===== config.mk =====
export PLATFORM = sky130hd
export DESIGN_NAME = fwd_interlock_unit
export DESIGN_NICKNAME = d
export VERILOG_FILES = /design/src/rtl/fwd_pkg.sv /design/src/rtl/fwd_operand_sel.sv /design/src/rtl/fwd_store_sel.sv /design/src/rtl/load_use_detect.sv /design/src/rtl/fwd_interlock_unit.sv
export SDC_FILE = /design/constraint.sdc
export NUM_CORES = 1
export LEC_CHECK = 0
export ABC_AREA = 1
export BUFFER_PORTS_ARGS = -buffer_cell sky130_fd_sc_hd__buf_2
export CORE_ASPECT_RATIO = 1.25
export CORE_UTILIZATION = 34
export DETAILED_ROUTE_END_ITERATION = 8
export HOLD_SLACK_MARGIN = 0.03
export PLACE_DENSITY_LB_ADDON = 0.12
export SLEW_MARGIN = 10
export SYNTH_ARGS = -nofsm -noshare
export SYNTH_HDL_FRONTEND = slang
export SYNTH_SLANG_ARGS = --single-unit

===== constraint.sdc =====
create_clock -name clk -period 1.2 [get_ports clk]
set_input_delay 0.3 -clock clk [delete_from_list [all_inputs] [get_ports clk]]
set_output_delay 0.3 -clock clk [all_outputs]
set_load 0.02 [all_outputs]

===== src/rtl/fwd_pkg.sv =====
package fwd_pkg;

    typedef enum logic [1:0] {
        FWD_RF    = 2'b00,
        FWD_MEMWB = 2'b01,
        FWD_EXMEM = 2'b10
    } fwd_sel_e;

    typedef enum logic {
        ILK_FLOW   = 1'b0,
        ILK_BUBBLE = 1'b1
    } ilk_state_e;

endpackage


===== src/rtl/fwd_operand_sel.sv =====
module fwd_operand_sel
    import fwd_pkg::*;
#(
    parameter int REG_W = 5
) (
    input  logic [REG_W-1:0] src,
    input  logic             exmem_we,
    input  logic [REG_W-1:0] exmem_rd,
    input  logic             memwb_we,
    input  logic [REG_W-1:0] memwb_rd,
    output fwd_sel_e         sel
);
    localparam logic [REG_W-1:0] ZERO_REG = '0;

    logic hit_exmem;
    logic hit_memwb;

    always_comb begin
        hit_exmem = exmem_we && (exmem_rd != ZERO_REG) && (exmem_rd == src);
        hit_memwb = memwb_we && (memwb_rd != ZERO_REG) && (memwb_rd == src);
        if (hit_exmem) begin
            sel = FWD_EXMEM;
        end else if (hit_memwb) begin
            sel = FWD_MEMWB;
        end else begin
            sel = FWD_RF;
        end
    end
endmodule


===== src/rtl/fwd_store_sel.sv =====
module fwd_store_sel #(
    parameter int REG_W = 5
) (
    input  logic             mem_is_store,
    input  logic [REG_W-1:0] mem_sd_rs,
    input  logic             wb_we,
    input  logic [REG_W-1:0] wb_rd,
    output logic             sd_bypass
);
    localparam logic [REG_W-1:0] ZERO_REG = '0;

    always_comb begin
        sd_bypass = mem_is_store && wb_we && (wb_rd != ZERO_REG) && (wb_rd == mem_sd_rs);
    end
endmodule


===== src/rtl/load_use_detect.sv =====
module load_use_detect #(
    parameter int REG_W = 5
) (
    input  logic [REG_W-1:0] id_rs1,
    input  logic [REG_W-1:0] id_rs2,
    input  logic             id_is_store,
    input  logic [REG_W-1:0] ex_rd,
    input  logic             ex_is_load,
    output logic             hazard
);
    localparam logic [REG_W-1:0] ZERO_REG = '0;

    logic addr_dep;
    logic alu_b_dep;

    always_comb begin
        addr_dep  = (id_rs1 == ex_rd);
        alu_b_dep = !id_is_store && (id_rs2 == ex_rd);
        hazard    = ex_is_load && (ex_rd != ZERO_REG) && (addr_dep || alu_b_dep);
    end
endmodule


===== src/rtl/fwd_interlock_unit.sv =====
module fwd_interlock_unit
    import fwd_pkg::*;
#(
    parameter int REG_W = 5
) (
    input  logic             clk,
    input  logic             rst_n,
    input  logic [REG_W-1:0] id_rs1,
    input  logic [REG_W-1:0] id_rs2,
    input  logic             id_is_store,
    input  logic [REG_W-1:0] ex_rs1,
    input  logic [REG_W-1:0] ex_rs2,
    input  logic [REG_W-1:0] ex_rd,
    input  logic             ex_is_load,
    input  logic [REG_W-1:0] mem_rd,
    input  logic             mem_we,
    input  logic             mem_is_store,
    input  logic [REG_W-1:0] mem_sd_rs,
    input  logic [REG_W-1:0] wb_rd,
    input  logic             wb_we,
    output logic [1:0]       fwd_a,
    output logic [1:0]       fwd_b,
    output logic             fwd_sd,
    output logic             hold
);
    localparam int NUM_OPS = 2;

    logic [REG_W-1:0] op_src [NUM_OPS];
    fwd_sel_e         op_sel [NUM_OPS];

    assign op_src[0] = ex_rs1;
    assign op_src[1] = ex_rs2;

    for (genvar g = 0; g < NUM_OPS; g++) begin : g_op
        fwd_operand_sel #(.REG_W(REG_W)) u_sel (
            .src      (op_src[g]),
            .exmem_we (mem_we),
            .exmem_rd (mem_rd),
            .memwb_we (wb_we),
            .memwb_rd (wb_rd),
            .sel      (op_sel[g])
        );
    end

    assign fwd_a = op_sel[0];
    assign fwd_b = op_sel[1];

    fwd_store_sel #(.REG_W(REG_W)) u_sd (
        .mem_is_store (mem_is_store),
        .mem_sd_rs    (mem_sd_rs),
        .wb_we        (wb_we),
        .wb_rd        (wb_rd),
        .sd_bypass    (fwd_sd)
    );

    logic hazard;

    load_use_detect #(.REG_W(REG_W)) u_lud (
        .id_rs1      (id_rs1),
        .id_rs2      (id_rs2),
        .id_is_store (id_is_store),
        .ex_rd       (ex_rd),
        .ex_is_load  (ex_is_load),
        .hazard      (hazard)
    );

    ilk_state_e state_q;
    ilk_state_e state_d;

    always_ff @(posedge clk or negedge rst_n) begin
        if (!rst_n) begin
            state_q <= ILK_FLOW;
        end else begin
            state_q <= state_d;
        end
    end

    always_comb begin
        state_d = state_q;
        hold    = 1'b0;
        unique case (state_q)
            ILK_FLOW: begin
                hold = hazard;
                if (hazard) begin
                    state_d = ILK_BUBBLE;
                end
            end
            ILK_BUBBLE: begin
                state_d = ILK_FLOW;
            end
        endcase
    end
endmodule


# Word-level counts from Yosys, hierarchy flattened
# Index checks and enable logic that the tools add are counted.
# totals
ff_bits	1
inputBits	47
output_inout_bits	6
wordCells	33
# classes
eq_ne	7
n_mux	7
n_bitwise	1
reduce_logical	17
# ops
op	n
5-bit equality test	7
5-bit nonzero test	3
1-bit logical AND	12
1-bit 2-to-1 mux	4
2-bit 2-to-1 mux	2
1-bit case mux with 2 select lines	1
1-bit zero test	1
1-bit logical OR	1
1-bit inverter	1

# Depth between registers and ports, before layout
# Gate-level depths: netlist of the first run.
# logic_depth
depth_word	6
ltp_mapped	7
ltp_nobuf	7

# Cells and area by module
# From an unflattened synthesis of the first run, not the netlist that was laid out.
# unflattened
cells_unflattened	190
area_unflattened_um2	812.0
# by_module_without_submodules
module	instances	cells_per_inst	area_per_inst_um2	seq_area_each_um2
fwd_operand_sel	2	51	221.5	0.0
load_use_detect	1	53	210.2	0.0
fwd_store_sel	1	32	123.9	0.0
fwd_interlock_unit	1	3	35.0	25.0

# Least setup slack after synthesis of the first run
# Ideal clock, no wire load.
# synth_timing
kind	input to output
from	input port ex_rd[0]
to	output port hold
arrival_ns	0.983
required_ns	0.900
setup_slack_ns	-0.083
stages	6
path_buffers	0
path_cell_list	inv_1 > nand2_1 > nand2_1 > nor2_1 > nand3_1 > a21oi_1
# synth_via
elab_chain_cells	5
elab_cells_between_ends	8
cone_classes	2 x eq/ne; 1 x mux; 5 x reduce/logical
# synth_lines
item	line	text
from (decl)	fwd_interlock_unit.sv:13	input logic [REG_W-1:0] ex_rd,
5-bit equality test	load_use_detect.sv:18	alu_b_dep = !id_is_store && (id_rs2 == ex_rd);
1-bit logical AND	load_use_detect.sv:18	
1-bit logical OR	load_use_detect.sv:19	hazard = ex_is_load && (ex_rd != ZERO_REG) && (addr_dep || alu_b_dep);
1-bit logical AND *	load_use_detect.sv:19	
1-bit 2-to-1 mux *	fwd_interlock_unit.sv:81	unique case (state_q)
to (decl)	fwd_interlock_unit.sv:24	output logic hold
# Every way passes the cells marked *; elsewhere a longest branch is shown, timed or not.

# Worst setup path in the final report of the first run
# layout_timing
from	input port ex_rd[2]
to	output port hold
# The elaborated chain is that of the path after synthesis.

==> results of run 1 <==
[what timing repair did]
item,in CTS,in global routing
setup buffers,1,1
pin swaps,25,23
endpoints found under the setup margin,6,6
resized for setup,55,38
cloned,0,0
[where the power goes]
part | switching [W] | internal [W] | leakage [nW]
sequential | 0.000000211 | 0.0000353 | 0.0138
clock | 0 | 0 | 0
combinational | 0.000185 | 0.000219 | 0.749
total | 0.000185 | 0.000254 | 0.763
[per-layer routing]
layer	global-route usage, %	vias up	share of wire [%]	wire length, um
met4	3.13	0	1.1	23
li1	-	562	-	-
met2	38.6	33	55	1160
met5	0	-	0	0
met3	1.02	2	4.9	102
met1	21.1	435	39	818
[placed cells by master, fill, tap and decap left out, types with 2 or more instances in the layout]
| master | instances |
|---|---|
| sky130_fd_sc_hd__nor2_1 | 17 |
| sky130_fd_sc_hd__a21oi_2 | 2 |
| sky130_fd_sc_hd__nand2_1 | 50 |
| sky130_fd_sc_hd__xor2_1 | 4 |
| sky130_fd_sc_hd__inv_1 | 15 |
| sky130_fd_sc_hd__buf_6 | 18 |
| sky130_fd_sc_hd__nor2_2 | 9 |
| sky130_fd_sc_hd__buf_2 | 20 |
| sky130_fd_sc_hd__inv_2 | 13 |
| sky130_fd_sc_hd__buf_4 | 12 |
| sky130_fd_sc_hd__buf_8 | 8 |
| sky130_fd_sc_hd__inv_4 | 5 |
| sky130_fd_sc_hd__nand3_1 | 9 |
| sky130_fd_sc_hd__nand2_2 | 13 |
| sky130_fd_sc_hd__xnor2_1 | 8 |
[through the flow]
stage / TNS [ns] / area, sq um / std cells / hold WS [ns]
after floorplan: 0 / 719 / 154 / 0.00441
after global placement: -1.06 / 1020 / 228 / 0.0762
after detailed placement: -1.10 / 1020 / 228 / 0.0766
after CTS: -0.884 / 1200 / 229 / 0.0766
after global routing: -1.27 / 1300 / 230 / 0.0793
final: -0.782 / 1300 / 230 / 0.0755
[path summary, 6_finish.rpt]
check                             startpoint           endpoint  slack (ns)  cells past startpoint
min in group clk           state_q$_DFF_PN0_  state_q$_DFF_PN0_        0.72                      5
min reg2reg                state_q$_DFF_PN0_  state_q$_DFF_PN0_        0.72                      5
max in group asynchronous              rst_n  state_q$_DFF_PN0_        1.04                      1
max                                 ex_rd[2]               hold       -0.16                      7
min                                    rst_n  state_q$_DFF_PN0_        0.08                      1
max reg2reg                state_q$_DFF_PN0_  state_q$_DFF_PN0_        0.33                      5
[cells by family (layout without fill, tap and decap cells)]
logic type | Yosys count | in the layout
AOI/OAI and AO/OA | 6 | 6
DFF | 1 | 1
xor gates and xnor gates | 12 | 12
buffers and inverters | 35 | 91
and+or+nand+nor | 100 | 100
[worst max-delay path, delay by kind of cell]
| kind | cells | cell delay, ns |
|---|---|---|
| and+or+nand+nor | 4 | 0.32 |
| buffers and inverters | 2 | 0.26 |
| AOI/OAI and AO/OA | 1 | 0.18 |
[area by class of cell]
class | count | area [sq um] | area share [%]
multi-input combinational | 118 | 602 | 46.2
timing repair buffer | 58 | 513 | 39.4
inverter | 33 | 136 | 10.5
sequential | 1 | 25.0 | 1.92
tap | 20 | 25.0 | 1.92
==> results list, run 1 <==
* Clk pin slew, worst setup/hold paths: 0 ns
* Number of vias after detailed routing: about 1000
- Warnings, synthesis: 0
- Commonest cells post-synth: 62 x sky130_fd_sc_hd__nand2_1, 30 x sky130_fd_sc_hd__inv_1, 22 x sky130_fd_sc_hd__nor2_1
* Measured slew at the worst slew-check pin: 0.148 ns
- IR analysis of the VDD net gives a maximum drop of 0.000263 V.
* Proportion of layout cells with a drive suffix above 1: approximately half
- The core region is 1980 sq um.
- Highest cell delay on the worst timing path: around 0.18 ns
* Total Routed Length: around 2100 um
* Category of the worst setup path capture point: primary output
- Post-synth top flop: sky130_fd_sc_hd__dfrtp_1
- The signal on the critical path passes through buf_6 -> nor2_1 -> nor2_1 -> nor2_1 -> nand3_1 -> a21oi_2 -> buf_4.
* Final global-route overflow total: 0
- The number of pins with negative max-slew slack in the final report is 0.
- Mapped Cells: 154
- Cell with the most instances after synthesis: sky130_fd_sc_hd__nand2_1
- The first detailed-routing pass took 4 iterations.
* Pin count of the biggest net entering global routing: 6
- Between clock sinks in the finished design, the worst skew comes to 0 ns.
- After layout, the minimum clock period comes to between 1 and 1.5 ns.
- At the worst endpoint, the required time is 0.90 ns.
* First-pass GRT wire length: between 3000 and 4000 um
* Mean post-synth cell area: 4.61 sq um
- Outcome: finished with violations
* IO Count: between 50 and 60
- Min-Delay Path Class: input port to async pin
* Count of hold buffers inserted by post-cts repair: 0
- Vias in the first global route: 923
- Routed wire length per instance: 9.13 um
- Multiplexer cells account for 0% of the synthesized area.
- Starting density of the core: between 30% and 40%
- Clock network latency to the later pin of the worst-skew pair: 0 ns
- The critical path in this run is classified as input port to primary output.
- The count of buffers added on input and output ports is 52.
* Unrepaired setup endpoints after global routing: yes
- Total power consumption of the routed design: approximately 0.00044 W
- Growth of design area from synthesis to finish: 83.1%
- The analysis attributes to cell leakage a power of 0.763 nW.
* Max reg flops: 1
- Pwr dens: between 300 and 400 nW/um^2
* Registers with the most flip-flops: state_q (1)
* Adder-Cell Fraction of Synth Area: 0%
- Number of vias per cell: 4.49
* Width of the die: 42.9 um
- Detailed-placement wirelength estimate: around 1700 um
* Worst slew margin: 90.1%
* Number of synthesized register bits: 1
- The first routing iteration left 10 violations.
- Netlist area before placement: between 700 and 800 sq um
* Worst setup timing slack at the placement stage: -0.199 ns
- Number of remaining DRC errors: 0
- Final Core Density: 65.7%
- Post-Synth Simple-Gate Area: between 50% and 60%
- Proportion of netlist area held by the largest area contributor: roughly 33%
- # nets final: 259
* Antenna fix cells: 0
- Number of hold-slack violations in the final timing report: 0
- The final reports fail on negative setup slack.
- The biggest area contributor in the post-synthesis netlist is sky130_fd_sc_hd__nand2_1.
- The initial antenna violation count came to 0.
- The final critical path takes up 114% of the cycle.
- In the post-synthesis netlist, the biggest area contributors are sky130_fd_sc_hd__nand2_1 33%, sky130_fd_sc_hd__inv_1 16%, sky130_fd_sc_hd__nor2_1 12%.
- Sequential cells were found to cover between 3 and 4% of the synthesized design area.
- After layout, the worst setup slack is -0.164 ns.
- After Yosys synthesis, XOR and XNOR cells account for 14.8% of the synthesized area.
- Height of the die: between 50 and 60 um
- Fill cell total of the finished layout: 200
- The synthesized netlist devotes 4.93% of its cell area to compound gates.
* Distinct cell type count of the synthesized netlist: 18
- The count of nets left with antenna violations once routing finished came out at 0.
- Number of synthesized flops with an enable pin: 0
* Largest family of logic cells by synthesized area: simple AND/OR/NAND/NOR gates
- In this run the core area contains 18 standard-cell rows.
- Worst-path maximum fanout: 4
- Counting every net in the synthesized netlist gives 201.
- Global routing usage summed across all routing layers: 18.9%
- Die ar.: 2280 sq um
* Register containing the most flip-flops in the final layout: state_q
- Data on the critical path arrives at its endpoint at 1.06 ns.
- Maximum capacitance violations: 0
- Routability-driven placement finished with a final weighted congestion of between 0.8 and 0.9.
- Proportion of synthesized flip-flops having asynchronous set or reset: 100%
* Nature of the critical path startpoint: input port
- Final setup vio count: 6
- On the critical path, the stage with the largest delay is an instance of sky130_fd_sc_hd__a21oi_2.
- Among the stages of the critical path, the cell type that occurs most often is sky130_fd_sc_hd__nor2_1.
* Fmax: 733 MHz
Power figures use the tool's default switching activity.
==> run 2: changes to the inputs <==
- SKIP_CTS_REPAIR_TIMING: unset -> 1
==> run 2 against run 1 <==
Net effect: the run still ends with negative setup slack left; highest routed layer unchanged; clock skew is the same; via count is 1.1% lower; fmax is 3.4% lower; largest cell class unchanged; register-to-register slack better by 0.10 ns; final cell count down 0.43%; largest power group unchanged; combinational power is 2% lower; worst setup slack worse by 0.048 ns; critical path depth up 2; design area decreased by 2.7%; core utilization down 1.8 points; critical endpoint is now fwd_a[0]; sequential share of layout area grew 0.053 points.
==> results list, run 2 (synthesis results as in run 1) <==
* Number of nets with antenna violations after routing: 0
* Min-Delay Path Class: input port to async pin
- Outcome: finished with violations
- Max reg flops: 1
- Part of the total power dissipated in the clock network: 0%
- The worst setup path is launched from an input port.
- In the final timing run, aggregate negative setup slack is -0.949 ns.
- Total Routed Length: 2090 um
- Row cnt: 18
- The register with the most flip-flops in the final layout is state_q.
- Final weighted congestion of routability-driven global placement: 0.841
* Number of vias after detailed routing: approximately 1000
- IR analysis of the VDD net gives a maximum drop of 0.000252 V.
- Worst slew margin: between 80 and 90%
- First-pass GRT wire length: 3010 um
- From left edge to right edge, the die measures 42.9 um.
* Pwr dens: between 300 and 400 nW/um^2
- # nets final: 258
- In this run the critical register-to-register path is launched from state_q$_DFF_PN0_.
- Worst R2R End: state_q$_DFF_PN0_
- Max-cap violations in this run came to 0.
- Setup slack on the worst reg-to-reg path comes out at 0.43 ns.
* Clk pin slew, worst setup/hold paths: 0 ns
- Cell internal power was estimated by the tool at approximately 0.00025 W.
- The total overflow left after global routing is 0.
- The critical path in this run is classified as input port to primary output.
- Clock skew after layout: 0 ns
* Worst path arrival time: around 1.1 ns
* Count of port buffers added during placement: 52
- Clock network latency to the later pin of the worst-skew pair: 0 ns
* Standard cell core area: 1980 sq um
- Antenna fix cells: 0
* Sequential group share of total power: between 8 and 9%
- In this run, the combinational gates consume 91.7% of the power.
- Of the cells placed in the final design, the portion with a size suffix greater than 1 is 48.3%.
* Routed wire length per instance: 9.10 um
- Fill cells in the final layout number a little over 200.
- Detailed placement finished with a half-perimeter wire length of 1680 um.
- Pin count of the biggest net entering global routing: 6
- The worst setup path is captured at a primary output.
* Net switching fraction of the power: 43.1%
* Registers with the most flip-flops: state_q (1)
* CP Capture Point: fwd_a[0]
* Final worst-path cycle share: 118%
- For this run, the share of the core covered by cells in the final layout is 63.9%.
- Worst EP required: about 0.90 ns
- The floorplan step defined a die boundary enclosing 2280 sq um.
- Relative to the synthesized area, the layout overhead comes to 78.2%.
- Global routing usage summed across all routing layers: 16.3%
* Number of hold-slack violations in the final timing report: 0
* Antenna violations before repair: 0
- Based on the critical path, the design can be clocked at up to between 700 and 800 MHz.
- Leakage component of the power: 0.749 nW
- Worst-path maximum fanout: 3
- Most common cell after layout, fill and taps aside: sky130_fd_sc_hd__nand2_1
* Net switching power: 0.000185 W
- The critical path starts at ex_rs1[0].
* Most frequent cells in the layout: 46 x sky130_fd_sc_hd__nand2_1, 20 x sky130_fd_sc_hd__buf_2, 20 x sky130_fd_sc_hd__buf_6
- Height of the die: approximately 53 um
- Max Transition Viols Final: 0
- The first routing iteration left 6 violations.
- Before antenna repair, the detailed router went through 3 iterations.
- Starting density of the core: between 30 and 40%
* Worst setup slack after layout: -0.212 ns
- Unrepaired setup endpoints after global routing: yes
- For this run, design rule violations remaining after detail routing come to 0.
- Vias in the first global route: 820
* Worst r2r path cells: 4
- Violated checks: negative setup slack
- Number of vias per cell: 4.46
- Clock period minus final worst setup slack: around 1.4 ns
- Measured slew at the worst slew-check pin: 0.189 ns
* Final setup vio count: 6
- 53 I/O pins were placed.
## run 2: cell types whose count changed in the layout (fill, tap and decap cells not counted)
cell / delta
sky130_fd_sc_hd__nand2_1: -4
sky130_fd_sc_hd__clkbuf_4: +1
sky130_fd_sc_hd__nand2_2: +4
sky130_fd_sc_hd__nor2_1: +1
sky130_fd_sc_hd__buf_6: +2
sky130_fd_sc_hd__buf_4: +1
sky130_fd_sc_hd__inv_1: +3
sky130_fd_sc_hd__inv_2: -3
sky130_fd_sc_hd__nor2_2: -1
sky130_fd_sc_hd__buf_8: -5
sky130_fd_sc_hd__nor3_1: +1
sky130_fd_sc_hd__nor3_2: -1
## run 2: power by group through the flow
stage / clock network (W) / registers, W / logic, W
floorplan: 0 / 0.0000355 / 0.000160
global placement: 0 / 0.0000355 / 0.000299
detailed placement: 0 / 0.0000356 / 0.000304
CTS: 0 / 0.0000356 / 0.000306
global route: 0 / 0.0000356 / 0.000439
finish: 0 / 0.0000356 / 0.000395
## run 2: stage by stage
step                      instances  power (W)  area [sq um]  setup WS (ns)  hold slack [ns]
after CTS                       228   0.000341          1020         -0.201           0.0766
after global placement          228   0.000335          1020         -0.204           0.0762
final                           229   0.000430          1270         -0.212           0.0750
after global routing            229   0.000475          1270         -0.273           0.0793
after floorplan                 154   0.000196           719         0.0227          0.00441
after detailed placement        228   0.000340          1020         -0.199           0.0766
## run 2: area by class of cell
cell class / instances / area (sq um) / share of cell area [%]
well taps: 20 / 25.0 / 1.98
flip-flops and latches: 1 / 25.0 / 1.98
inverters: 33 / 136 / 10.8
multi-input cells: 118 / 604 / 47.7
repair buffers: 57 / 475 / 37.5
## run 2: metal layers
layer / vias to the layer above / share of wire [%] / routed length [um] / GRT usage [%]
met3: 2 / 5.3 / 111 / 0.683
met5: - / 0 / 0 / 0
li1: 558 / - / - / -
met1: 430 / 41 / 847 / 19.7
met4: 0 / 1.2 / 24 / 0
met2: 31 / 53 / 1100 / 32.8
## run 2: worst max-delay path: stages
cell                      delay (ns)
sky130_fd_sc_hd__buf_4          0.11
sky130_fd_sc_hd__inv_1          0.04
sky130_fd_sc_hd__nand2_1        0.05
sky130_fd_sc_hd__nand2_1        0.05
sky130_fd_sc_hd__nor2_1         0.10
sky130_fd_sc_hd__nand3_1        0.10
sky130_fd_sc_hd__nor2_2         0.18
sky130_fd_sc_hd__nor2_2         0.06
sky130_fd_sc_hd__buf_6          0.13
## run 2: worst min-delay path by stage
stage,depth (start not counted),end
floorplan,0,state_q$_DFF_PN0_
global placement,1,state_q$_DFF_PN0_
detailed placement,1,state_q$_DFF_PN0_
CTS,1,state_q$_DFF_PN0_
global route,1,state_q$_DFF_PN0_
finish,1,state_q$_DFF_PN0_
==> run 3: changes to the inputs <==
==> constraint.sdc (replaced) <==
create_clock -name clk -period 1.6 [get_ports clk]
set_input_delay 0.4 -clock clk [delete_from_list [all_inputs] [get_ports clk]]
set_output_delay 0.4 -clock clk [all_outputs]
set_load 0.01 [all_outputs]
==> run 3 against run 2 <==
Net effect: the run now ends clean; clock skew is the same; register-to-register slack gained 0.40 ns; combinational power shrank 32%; sequential share of layout area grew 0.20 points; critical endpoint is now fwd_b[0]; largest cell class unchanged; highest routed layer is now met3.
==> results list, run 3 (synthesis results as in run 1) <==
- Origin of the critical flop-to-flop path: state_q$_DFF_PN0_
* Kind of critical path: input port to primary output
- Worst Path Buf+Inv: 2
* Number of vias per cell: 4.65
- Walking the worst path, the cells encountered are buf_6 -> nor2_2 -> nand3_2 -> o21ai_4 -> nor2_2 -> nor2_1 -> buf_2.
- Number of vias after detailed routing: 1047
- Worst setup timing slack at the placement stage: -0.000219 ns
- Final global-route overflow total: 0
* IO Count: 53
- Starting DRT DRC Count: 10
* Measured slew at the worst slew-check pin: approximately 0.24 ns
* Clock period minus final worst setup slack: between 1.5 and 2 ns
- For the worst setup path, the data required time is 1.20 ns.
* Starting density of the core: 35.9%
- # nets final: about 250
* Final Core Density: 58.0%
- Category of the worst setup path capture point: primary output
- Data on the critical path arrives at its endpoint at around 1.2 ns.
- Max Transition Viols Final: 0
* Row cnt: 18
- Detailed-placement wirelength estimate: between 1500 and 2000 um
- Proportion of layout cells with a drive suffix above 1: between 40% and 50%
- The clock reaches the later pin of the worst-skew pair after 0 ns.
- Final setup vio count: 0
* Most common cell on crit path: sky130_fd_sc_hd__nor2_2
- Total power consumption of the routed design: ~0.00030 W
- At the end of routability-driven placement, the weighted congestion stood at a little under 0.7.
- Total Routed Length: 2020 um
- In the layout the commonest cells are 57 x sky130_fd_sc_hd__nand2_1, 32 x sky130_fd_sc_hd__buf_2, 22 x sky130_fd_sc_hd__inv_1.
- Vias in the first global route: 801
- Pin count of the biggest net entering global routing: 6
- The repair_antennas step left the layout with diodes totalling 0.
* Peak supply drop: 0.000202 V
- Maximum capacitance violations: 0
- The count of endpoints failing hold in the final timing report was 0.
- Nature of the critical path startpoint: input port
- Counting cells, the worst reg-to-reg path comes to 4.
- The slowest stage of the critical path is the sky130_fd_sc_hd__o21ai_4 cell.
- The area growth from synthesis to layout is 61.8%.
* Global routing usage summed across all routing layers: 15.8%
- The library cell used most frequently in the layout, excluding fill and tap cells, is sky130_fd_sc_hd__nand2_1.
- First-pass GRT wire length: 2900 um
- Ranked by flip-flop count, first place goes to state_q.
- Clock-pin slew was measured on the worst setup and hold paths at 0 ns.
- Port buffering added between 50 and 60 buffers.
* Height of the die: 53.1 um
* Min-Delay Path Class: input port to async pin
- The largest single stage delay on the critical path is 0.18 ns.
- Setup repair after global routing could not meet its margin everywhere.
- In this run the remaining antenna-violating nets after routing total 0.
- Outcome: finished clean
* Final worst-path cycle share: 97.8%
- Across the routed clock network, the largest skew measured is 0 ns.
- Routed wire length per instance: 9.00 um
* Fill cell total of the finished layout: 220
- Broken down by cell family, the worst path's largest delay share belongs to simple AND/OR/NAND/NOR gates.
* Worst-path maximum fanout: 4
- Setup slack on the critical path of the routed design comes to ~0.035 ns.
- Die ar.: 2280 sq um
- Power spread over the standard cell area amounts to 257 nW/um^2.
* Aggregate negative setup slack: 0 ns
- Measured against its own limit, the worst slew margin works out to 84.0%.
- In the final layout, the registers with the most flip-flops are state_q (1).
* Standard cell core area: 1980 sq um
- After detailed routing, the number of remaining DRC violations is 0.
- Measured along the x axis, the die boundary spans 42.9 um.
* Hold slack final: 0.177 ns
* Leakage component of the power: 0.720 nW
- Timing would allow up to around 640 MHz.
* Antenna violations before repair: 0
- The number of flip-flops in the largest register came to 1.
- Number of detailed-routing iterations run before antenna repair: 4
* Worst reg-to-reg setup slack: 0.83 ns
- In this run the critical register-to-register path is captured at state_q$_DFF_PN0_.
run 3: routing by layer:
metal	track usage, %	vias to the layer above	share of wire (%)	wire length [um]
met5	0	-	0	0
met4	0	0	0	0
met3	0.683	0	5.3	108
met2	36.6	33	60	1210
met1	15.4	464	35	705
li1	-	550	-	-
run 3: area by class of cell:
class | count | area [sq um] | area share [%]
Multi-Input combinational cell | 118 | 608 | 52.9
Timing Repair Buffer | 53 | 363 | 31.6
Inverter | 33 | 129 | 11.2
Sequential cell | 1 | 25.0 | 2.18
Tap cell | 20 | 25.0 | 2.18
run 3: through the flow:
| stage | area (sq um) | cells |
|---|---|---|
| after global routing | 1150 | 225 |
| after CTS | 981 | 224 |
| after floorplan | 711 | 154 |
| after global placement | 981 | 224 |
| after detailed placement | 981 | 224 |
| final | 1150 | 225 |
run 3: how the worst max path moves through the flow:
stage / startpoint / to / slack (ns) / cells after the start
after floorplan: ex_rd[0] / hold / 0.26 / 6
after global placement: ex_rd[3] / hold / 0.02 / 8
after detailed placement: ex_rd[0] / hold / -0.0002 / 8
after global routing: ex_rd[2] / hold / -0.02 / 7
after CTS: ex_rd[0] / hold / -0.007 / 8
final: mem_rd[2] / fwd_b[0] / 0.03 / 7
run 3: power breakdown:
part	switching, W	internal [W]
Sequential	0.000000179	0.0000265
Combinational	0.000134	0.000134
Clock	0	0
Total	0.000135	0.000161
